===== src/rtl/geo_route_pkg.sv =====
package geo_route_pkg;
  localparam int DEST_W    = 24;
  localparam int CAB_W     = 8;
  localparam int CHASSIS_W = 4;

  typedef struct packed {
    logic [1:0]           spare;
    logic [CAB_W-1:0]     cabinet;
    logic [CHASSIS_W-1:0] chassis;
    logic [3:0]           mezz;
    logic [3:0]           board;
    logic [1:0]           chip;
  } geo_dest_t;
endpackage


===== src/rtl/geo_addr_decode.sv =====
module geo_addr_decode
  import geo_route_pkg::*;
(
  input  logic [DEST_W-1:0]    dest,
  output logic [CAB_W-1:0]     cabinet,
  output logic [CHASSIS_W-1:0] chassis
);
  geo_dest_t fields;

  // field layout comes from the packed struct; spare bits go nowhere
  always_comb begin
    fields  = geo_dest_t'(dest);
    cabinet = fields.cabinet;
    chassis = fields.chassis;
  end
endmodule


===== src/rtl/geo_port_select.sv =====
module geo_port_select
  import geo_route_pkg::*;
#(
  parameter int PORT_W = 4
) (
  input  logic                 is_top,
  input  logic [CAB_W-1:0]     router_id,
  input  logic [CAB_W-1:0]     cabinet,
  input  logic [CHASSIS_W-1:0] chassis,
  input  logic [PORT_W-1:0]    chassis_base,
  input  logic [PORT_W-1:0]    cabinet_base,
  input  logic [PORT_W-1:0]    uplink_base,
  input  logic [PORT_W-1:0]    uplink_ptr,
  output logic [PORT_W-1:0]    port,
  output logic                 go_up
);
  localparam int SUM_W = (PORT_W > CAB_W) ? PORT_W : CAB_W;

  function automatic logic [PORT_W-1:0] wrap_add(
    input logic [PORT_W-1:0] base,
    input logic [SUM_W-1:0]  off
  );
    logic [SUM_W-1:0] s;
    s = SUM_W'(base) + off;
    return s[PORT_W-1:0];
  endfunction

  always_comb begin
    go_up = 1'b0;
    if (is_top) begin
      port = wrap_add(cabinet_base, SUM_W'(cabinet));
    end else if (router_id == cabinet) begin
      port = wrap_add(chassis_base, SUM_W'(chassis));
    end else begin
      port  = wrap_add(uplink_base, SUM_W'(uplink_ptr));
      go_up = 1'b1;
    end
  end
endmodule


===== src/rtl/geo_uplink_rr.sv =====
module geo_uplink_rr #(
  parameter int PORT_W = 4
) (
  input  logic              clk,
  input  logic              rst_n,
  input  logic              advance,
  input  logic [PORT_W:0]   uplink_cnt,
  output logic [PORT_W-1:0] ptr
);
  logic [PORT_W:0] bumped;

  always_comb bumped = {1'b0, ptr} + 1'b1;

  always_ff @(posedge clk) begin
    if (!rst_n) begin
      ptr <= '0;
    end else if (advance) begin
      ptr <= (bumped >= uplink_cnt) ? '0 : bumped[PORT_W-1:0];
    end
  end
endmodule


===== src/rtl/geo_route_unit.sv =====
module geo_route_unit
  import geo_route_pkg::*;
#(
  parameter int NUM_PORTS = 16,
  localparam int PORT_W = $clog2(NUM_PORTS)
) (
  input  logic                 clk,
  input  logic                 rst_n,
  input  logic                 hdr_valid,
  input  logic [DEST_W-1:0]    hdr_dest,
  input  logic                 cfg_top_tier,
  input  logic [CAB_W-1:0]     cfg_router_id,
  input  logic [PORT_W-1:0]    cfg_chassis_base,
  input  logic [PORT_W-1:0]    cfg_cabinet_base,
  input  logic [PORT_W-1:0]    cfg_uplink_base,
  input  logic [PORT_W:0]      cfg_uplink_cnt,
  output logic                 route_valid,
  output logic [PORT_W-1:0]    route_port,
  output logic [NUM_PORTS-1:0] route_onehot,
  output logic                 route_up
);
  logic [CAB_W-1:0]     dest_cab;
  logic [CHASSIS_W-1:0] dest_chassis;
  logic [PORT_W-1:0]    upl_ptr;
  logic [PORT_W-1:0]    next_port;
  logic                 next_up;
  logic                 take_up;

  function automatic logic [NUM_PORTS-1:0] to_onehot(input logic [PORT_W-1:0] p);
    logic [NUM_PORTS-1:0] v;
    v = '0;
    v[p] = 1'b1;
    return v;
  endfunction

  geo_addr_decode u_dec (
    .dest    (hdr_dest),
    .cabinet (dest_cab),
    .chassis (dest_chassis)
  );

  geo_port_select #(.PORT_W(PORT_W)) u_sel (
    .is_top       (cfg_top_tier),
    .router_id    (cfg_router_id),
    .cabinet      (dest_cab),
    .chassis      (dest_chassis),
    .chassis_base (cfg_chassis_base),
    .cabinet_base (cfg_cabinet_base),
    .uplink_base  (cfg_uplink_base),
    .uplink_ptr   (upl_ptr),
    .port         (next_port),
    .go_up        (next_up)
  );

  // the pointer moves only on an upward header
  always_comb take_up = hdr_valid && next_up;

  geo_uplink_rr #(.PORT_W(PORT_W)) u_rr (
    .clk        (clk),
    .rst_n      (rst_n),
    .advance    (take_up),
    .uplink_cnt (cfg_uplink_cnt),
    .ptr        (upl_ptr)
  );

  // single register stage: decision captured once per header, then held
  always_ff @(posedge clk) begin
    if (!rst_n) begin
      route_valid  <= 1'b0;
      route_port   <= '0;
      route_onehot <= to_onehot('0);
      route_up     <= 1'b0;
    end else begin
      route_valid <= hdr_valid;
      if (hdr_valid) begin
        route_port   <= next_port;
        route_onehot <= to_onehot(next_port);
        route_up     <= next_up;
      end
    end
  end
endmodule


===== config.mk =====
export PLATFORM = sky130hd
export DESIGN_NAME = geo_route_unit
export DESIGN_NICKNAME = d
export VERILOG_FILES = /design/src/rtl/geo_route_pkg.sv /design/src/rtl/geo_addr_decode.sv /design/src/rtl/geo_port_select.sv /design/src/rtl/geo_uplink_rr.sv /design/src/rtl/geo_route_unit.sv
export SDC_FILE = /design/constraint.sdc
export NUM_CORES = 1
export LEC_CHECK = 0
export BUFFER_PORTS_ARGS = -buffer_cell sky130_fd_sc_hd__buf_4
export CAP_MARGIN = 30
export CELL_PAD_IN_SITES_DETAIL_PLACEMENT = 1
export CELL_PAD_IN_SITES_GLOBAL_PLACEMENT = 1
export CORE_ASPECT_RATIO = 1.75
export CORE_MARGIN = 8
export CORE_UTILIZATION = 30
export DETAILED_ROUTE_END_ITERATION = 10
export PLACE_DENSITY = 0.69
export SYNTH_ARGS = -nofsm -noshare
export SYNTH_HDL_FRONTEND = slang
export SYNTH_SLANG_ARGS = --single-unit

===== constraint.sdc =====
create_clock -name clk -period 2.7 [get_ports clk]
set_input_delay 0.405 -clock clk [delete_from_list [all_inputs] [get_ports clk]]
set_output_delay 0.405 -clock clk [all_outputs]
set_load 0.1 [all_outputs]

==> run summary, run 1 <==
status -> finished, final reports clean
maximum buffer depth of the clock tree -> 2
R2R Setup Slk -> 0.43 ns
DR WL met2 -> 2.878 mm
max_slew headroom -> 68.09%
total of max-cap violations -> 0
Die Height -> 116.8 microns
postcts setup bufs -> 0
Hold Violations, Final -> 0
filler instances -> 696
crit-path cells -> buf_4, ha_1, fa_1, nor2b_1, nand2_1, nor3_1, a311o_1, o221ai_1, o41ai_1
critical path data required time -> 2.88 ns
Tmin final -> 2.292 ns
Worst Tran Pin Value -> 0.4787 ns
CTS tree -> done
Tightest Hold Check Type -> in -> reg
first-pass GRT wire length -> 8.079 mm
DR WL/cell -> 14.86 microns
total number of vias -> 1603
row count -> 37
max layer used -> met4
worst path bufs/invs -> 1
die area -> 8601 sq um
ys flop type -> dfxtp_1
Synth area leader -> dfxtp_1
num ports -> 75
Slowest cell on crit path -> fa_1
CP Capture Point -> route_onehot[10]$_SDFFE_PN0P_
Area growth, synth to finish -> 35.10%
Antenna Cells -> 0
Placer Congestion -> 0.7544
CP top delay family -> adder cells
CP Launch Type -> input port
IO Port Bufs -> 62
Critical Path Sink Type -> flop
DR vias/cell -> 4.917
Global Route Usage Sum -> 11.76%
post-CTS sizing -> 0
largest net degree at the start of global routing -> 19
TritonCTS Sinks -> 26
Cell Area, Synth -> 1743 sq um
core footprint -> 5741 sq um
kind of critical path -> in -> reg
asr flop ratio synth -> 0%
Die W -> 73.62 microns
YS warnings -> 0
area share of the largest cell type after synthesis -> 29.86%
Arrival @ worst endpoint -> 2.47 ns
critical path depth -> 9
drt pass-1 iters -> 4
Final Setup Violations -> 0
peak supply drop -> 0.1912 mV
grt ovf -> 0
CP startpoint -> hdr_dest[10]
Fmax -> 0.4364 GHz
worst clock skew -> 0.001179 ns
final setup TNS -> 0 ns
Slew Limit Fails -> 0
Synth Area per Inst -> 9.320 sq um
dpl hpwl -> 4.125 mm
# nets final -> 320
Initial Util -> 30.36%
drc violations -> 0
share of cells above drive strength 1 -> 32.26%
number of flops mapped to enable cells by yosys -> 0
clock insertion delay at the later pin of the skew report -> 0.27 ns
Tcrit/Tclk final -> 84.88%
library cells used by synthesis -> 44
Lkg Pwr -> 1.095 nW
Num CTS Buffers -> 3
initial antenna violation count -> 0
Crit Path Max Fanout -> 4
sequential element share of the synthesized area -> 29.86%
Syn Nets -> 258
number of global-route vias before repair -> 1766
metal3 WL -> 204 microns
reg-to-reg critical path startpoint -> u_rr.ptr[0]$_SDFFE_PN0P_
crit-path max cell delay -> 0.53 ns
htree depth -> 1
reg2reg end -> route_onehot[14]$_SDFFE_PN0P_
#FFs+latches synth -> 26
met1 WL -> 1.717 mm
cts hold-fix bufs -> 0
WL final -> 4.845 mm
Register-to-Register Path Depth -> 6
pwr/cell area -> 478.2 nW/um^2
Initial DRC Count -> 63
Syn Inst Count -> 187
Root Buffer -> clkbuf_8
Clock transition at path regs -> 0.09 ns
Post-Route Utilization -> 41.02%
RSZ-0062 raised after global routing -> false
top post-synthesis cells by area -> dfxtp_1, ha_1, xnor2_1
antenna viol nets, final -> 0
==> layout by cell type, fill, tap and decap left out, types with 5 or more instances in the layout <==
master    netlist  final
a21boi_0        6      6
a21oi_1         6      6
a32o_1         11     11
buf_4           0     65
dfxtp_1        26     26
ha_1           15     15
inv_1           8      8
nand2_1        15     15
nor2_1         10     10
nor2b_1         7      7
o21ai_0         6      6
xnor2_1        13     13
xor2_1          5      5
==> worst min path at each step <==
stage,from,end,slack [ns],depth (start not counted)
global placement,route_onehot[6]$_SDFFE_PN0P_,route_onehot[6]$_SDFFE_PN0P_,0.44,2
finish,hdr_valid,route_port[3]$_SDFFE_PN0P_,0.40,2
global route,hdr_valid,route_port[3]$_SDFFE_PN0P_,0.40,2
detailed placement,route_onehot[6]$_SDFFE_PN0P_,route_onehot[6]$_SDFFE_PN0P_,0.45,2
CTS,hdr_valid,route_port[3]$_SDFFE_PN0P_,0.40,2
floorplan,u_rr.ptr[3]$_SDFFE_PN0P_,u_rr.ptr[3]$_SDFFE_PN0P_,0.49,2
==> layer usage <==
metal  GRT usage [%]  vias up
li1                -      802
met4           4.161        0
met3           1.962        4
met2           23.78       33
met5               0        -
met1           11.13      764
==> power by group <==
| group | internal, W | switching (W) | leakage, nW |
|---|---|---|---|
| clock network | 0.000198 | 0.000127 | 0.0357 |
| logic | 0.000148 | 0.000243 | 0.847 |
| registers | 0.000400 | 0.0000102 | 0.212 |
| total | 0.000746 | 0.000380 | 1.09 |
==> synth_stat cells, drive strengths merged, types with 2 or more instances <==
master,n
inv,8
buf,2
nand4,2
xnor2,13
a21o,4
o21ai,7
a32o,11
ha,15
mux2,2
clkbuf,6
o211ai,3
xor2,5
or2,2
nor3,2
dfxtp,26
o22ai,2
o41ai,2
nand2,15
nand3,3
nand2b,3
and2,2
and3,4
nor2,10
fa,3
a21boi,6
mux2i,4
nor2b,7
a21oi,6
o31ai,2
==> kinds of logic (layout without fill, tap and decap cells) <==
logic type | after synthesis | after routing | share of synthesized area, %
multiplexers | 6 | 6 | 3.589
flip-flops | 26 | 26 | 29.86
AO/OA/AOI/OAI | 51 | 51 | 23.19
adder cells (fa/ha/maj) | 18 | 18 | 14.21
AND/OR/NAND/NOR | 52 | 52 | 15.79
XOR/XNOR | 18 | 18 | 9.045
buffers and inverters | 16 | 77 | 4.307
==> state kept, by name, indices dropped and copies added (netlist names) <==
register      flops
route_port        4
u_rr.ptr          4
route_onehot     16
route_up          1
route_valid       1
==> per-stage QoR <==
stage	std cells	worst slack [ns]	hold slack (ns)	power, W	instance area (sq um)
6_report	326	0.4084	0.4049	0.001126	2355
5_1_grt	326	0.2099	0.4007	0.001186	2355
4_1_cts	326	0.3930	0.4032	0.001136	2355
3_5_place_dp	322	0.09853	0.4529	0.0008135	2283
3_3_place_gp	322	0.2197	0.4405	0.0008075	2283
2_1_floorplan	187	0.5766	0.4883	0.0006898	1743
==> worst reg2reg max path: stages, from the launching register on <==
cell and delay (ns):
dfxtp_1 0.47, ha_1 0.23, fa_1 0.48, nor2b_1 0.19
mux2_2 0.26, o221ai_1 0.40, o31ai_1 0.11
==> cell type report <==
type / count / area [sq um] / share of cell area, %
Clock buffer: 3 / 41.29 / 1.753
Clock inverter: 1 / 30.03 / 1.275
Inverter: 8 / 30.03 / 1.275
Multi-Input combinational cell: 145 / 1147 / 48.72
Sequential cell: 26 / 520.5 / 22.10
Tap cell: 78 / 97.59 / 4.145
Timing Repair Buffer: 65 / 488.0 / 20.72
No activity file was read; power rests on OpenSTA's default activity.
==> run 2, diff against run 1 <==
==> constraint.sdc (replaced) <==
create_clock -name clk -period 2.38 [get_ports clk]
set_input_delay 0.357 -clock clk [delete_from_list [all_inputs] [get_ports clk]]
set_output_delay 0.357 -clock clk [all_outputs]
set_load 0.1 [all_outputs]
==> run summary, run 2 (synthesis gave the netlist of run 1 again) <==
status -> finished, final reports clean (unchanged)
dpl ws -> 0.01555 ns (was 0.09853 ns)
Initial DRC Count -> 54 (was 63)
htree depth -> 1 (unchanged)
DR WL/cell -> 14.88 microns (was 14.86 microns)
maximum buffer depth of the clock tree -> 2 (unchanged)
Worst Tran Pin Value -> 0.6484 ns (was 0.4787 ns)
WL final -> 4.941 mm (was 4.845 mm)
Clock transition at path regs -> 0.09 ns (about the same)
Area growth, synth to finish -> 37.69% (was 35.10%)
share of cells above drive strength 1 -> 33.86% (was 32.26%)
max_slew headroom -> 56.61% (was 68.09%)
pwr/cell area -> 534.6 nW/um^2 (was 478.2 nW/um^2)
worst clock skew -> 0.003133 ns (was 0.001179 ns)
Root Buffer -> clkbuf_8 (unchanged)
Hold WS -> 0.3589 ns (was 0.4049 ns)
Hold Violations, Final -> 0 (unchanged)
Tmin final -> 2.151 ns
num ports -> 75 (unchanged)
first-pass GRT wire length -> 8.231 mm (was 8.079 mm)
Final Setup Violations -> 0 (unchanged)
dpl hpwl -> 4.183 mm (was 4.125 mm)
final setup TNS -> 0 ns (unchanged)
TritonCTS Sinks -> 26 (unchanged)
final worst slack -> 0.2291 ns (was 0.4084 ns)
Tcrit/Tclk final -> 90.37%
clock insertion delay at the later pin of the skew report -> 0.27 ns (about the same)
max reg flops -> 16 (unchanged)
filler instances -> 723 (was 696)
IO Port Bufs -> 62 (unchanged)
Initial Util -> 30.36% (unchanged)
Slew Limit Fails -> 0 (unchanged)
Antenna Cells -> 0 (unchanged)
post-CTS sizing -> 0 (unchanged)
die area -> 8601 sq um (unchanged)
area of the multi-input gates -> 1147 sq um (unchanged)
drt pass-1 iters -> 4 (unchanged)
antenna viol nets, final -> 0 (unchanged)
Crit Path Max Fanout -> 9 (was 4)
Placer Congestion -> 0.7588 (was 0.7544)
Storage cell area -> 520.5 sq um (unchanged)
RSZ-0062 raised after global routing -> false (unchanged)
total number of vias -> 1622 (was 1603)
kind of critical path -> reg -> reg (was in -> reg)
drc violations -> 0 (unchanged)
CP Launch Type -> flop (was input port)
core footprint -> 5741 sq um (unchanged)
number of global-route vias before repair -> 1753 (was 1766)
Tightest Hold Check Type -> in -> reg (unchanged)
Num CTS Buffers -> 3 (unchanged)
peak supply drop -> 0.2055 mV (was 0.1912 mV)
initial antenna violation count -> 0 (unchanged)
# nets final -> 326 (was 320)
Critical Path Sink Type -> flop (unchanged)
postcts setup bufs -> 0 (unchanged)
grt ovf -> 0 (unchanged)
Global Route Usage Sum -> 12.11% (was 11.76%)
Die Height -> 116.8 microns (unchanged)
Largest regs -> route_onehot (16), route_port (4), u_rr.ptr (4) (unchanged)
CTS tree -> done (unchanged)
Lkg Pwr -> 1.123 nW (was 1.095 nW)
largest net degree at the start of global routing -> 19 (unchanged)
Fmax -> 0.4649 GHz
DR vias/cell -> 4.886 (was 4.917)
row count -> 37 (unchanged)
total of max-cap violations -> 0 (unchanged)
critical path data required time -> 2.55 ns (was 2.88 ns)
most frequent cells in the layout -> buf_4, dfxtp_1, nand2_1, ha_1, xnor2_1 (unchanged)
cts hold-fix bufs -> 0 (unchanged)
most common cell after layout, fill and taps aside -> buf_4 (unchanged)
Reg with most FFs -> route_onehot (unchanged)
Arrival @ worst endpoint -> 2.32 ns (was 2.47 ns)
Die W -> 73.62 microns (unchanged)
==> run 2: path summary, 6_finish.rpt <==
path | startpoint | end | slack, ns | cells after the start
worst max register to register | u_rr.ptr[1]$_SDFFE_PN0P_ | route_onehot[10]$_SDFFE_PN0P_ | 0.23 | 7
worst max-delay path | u_rr.ptr[1]$_SDFFE_PN0P_ | route_onehot[10]$_SDFFE_PN0P_ | 0.23 | 7
worst min register to register | route_onehot[6]$_SDFFE_PN0P_ | route_onehot[6]$_SDFFE_PN0P_ | 0.47 | 2
worst min-delay path | hdr_valid | route_port[3]$_SDFFE_PN0P_ | 0.36 | 2
==> run 2: worst max-delay path: stages, from the launching register on <==
cell and delay (ns):
dfxtp_1 0.44, ha_1 0.27, a21o_1 0.15, a21oi_1 0.17, xnor2_1 0.09, a211oi_1 0.31, nor2_1 0.23, o41ai_1 0.38
==> run 2: cell type report <==
type	instances	share of cell area, %
Timing Repair Buffer	71	22.21
Clock buffer	3	1.721
Inverter	8	1.251
Clock inverter	1	1.251
Sequential cell	26	21.69
Multi-Input combinational cell	145	47.81
Tap cell	78	4.067
==> run 2: where the power goes <==
part           switching [W]  internal [W]
registers         0.00000998      0.000453
logic               0.000280      0.000175
clock network       0.000139      0.000225
==> run 2: per-layer routing <==
metal	vias up	global-route usage (%)	share of wire [%]
li1	816	-	-
met1	771	11.78	35
met2	30	24.38	59
met3	5	1.792	3.8
met4	0	4.027	1.5
met5	-	0	0
==> run 2: stage by stage <==
stage / power (W) / instances / util [%] / instance area, sq um
floorplan: 0.0007826 / 187 / - / 1743
global placement: 0.0009268 / 328 / 40.56 / 2328
detailed placement: 0.0009338 / 328 / 40.56 / 2328
CTS: 0.001299 / 332 / 41.80 / 2400
global route: 0.001365 / 332 / 41.80 / 2400
finish: 0.001283 / 332 / 41.80 / 2400
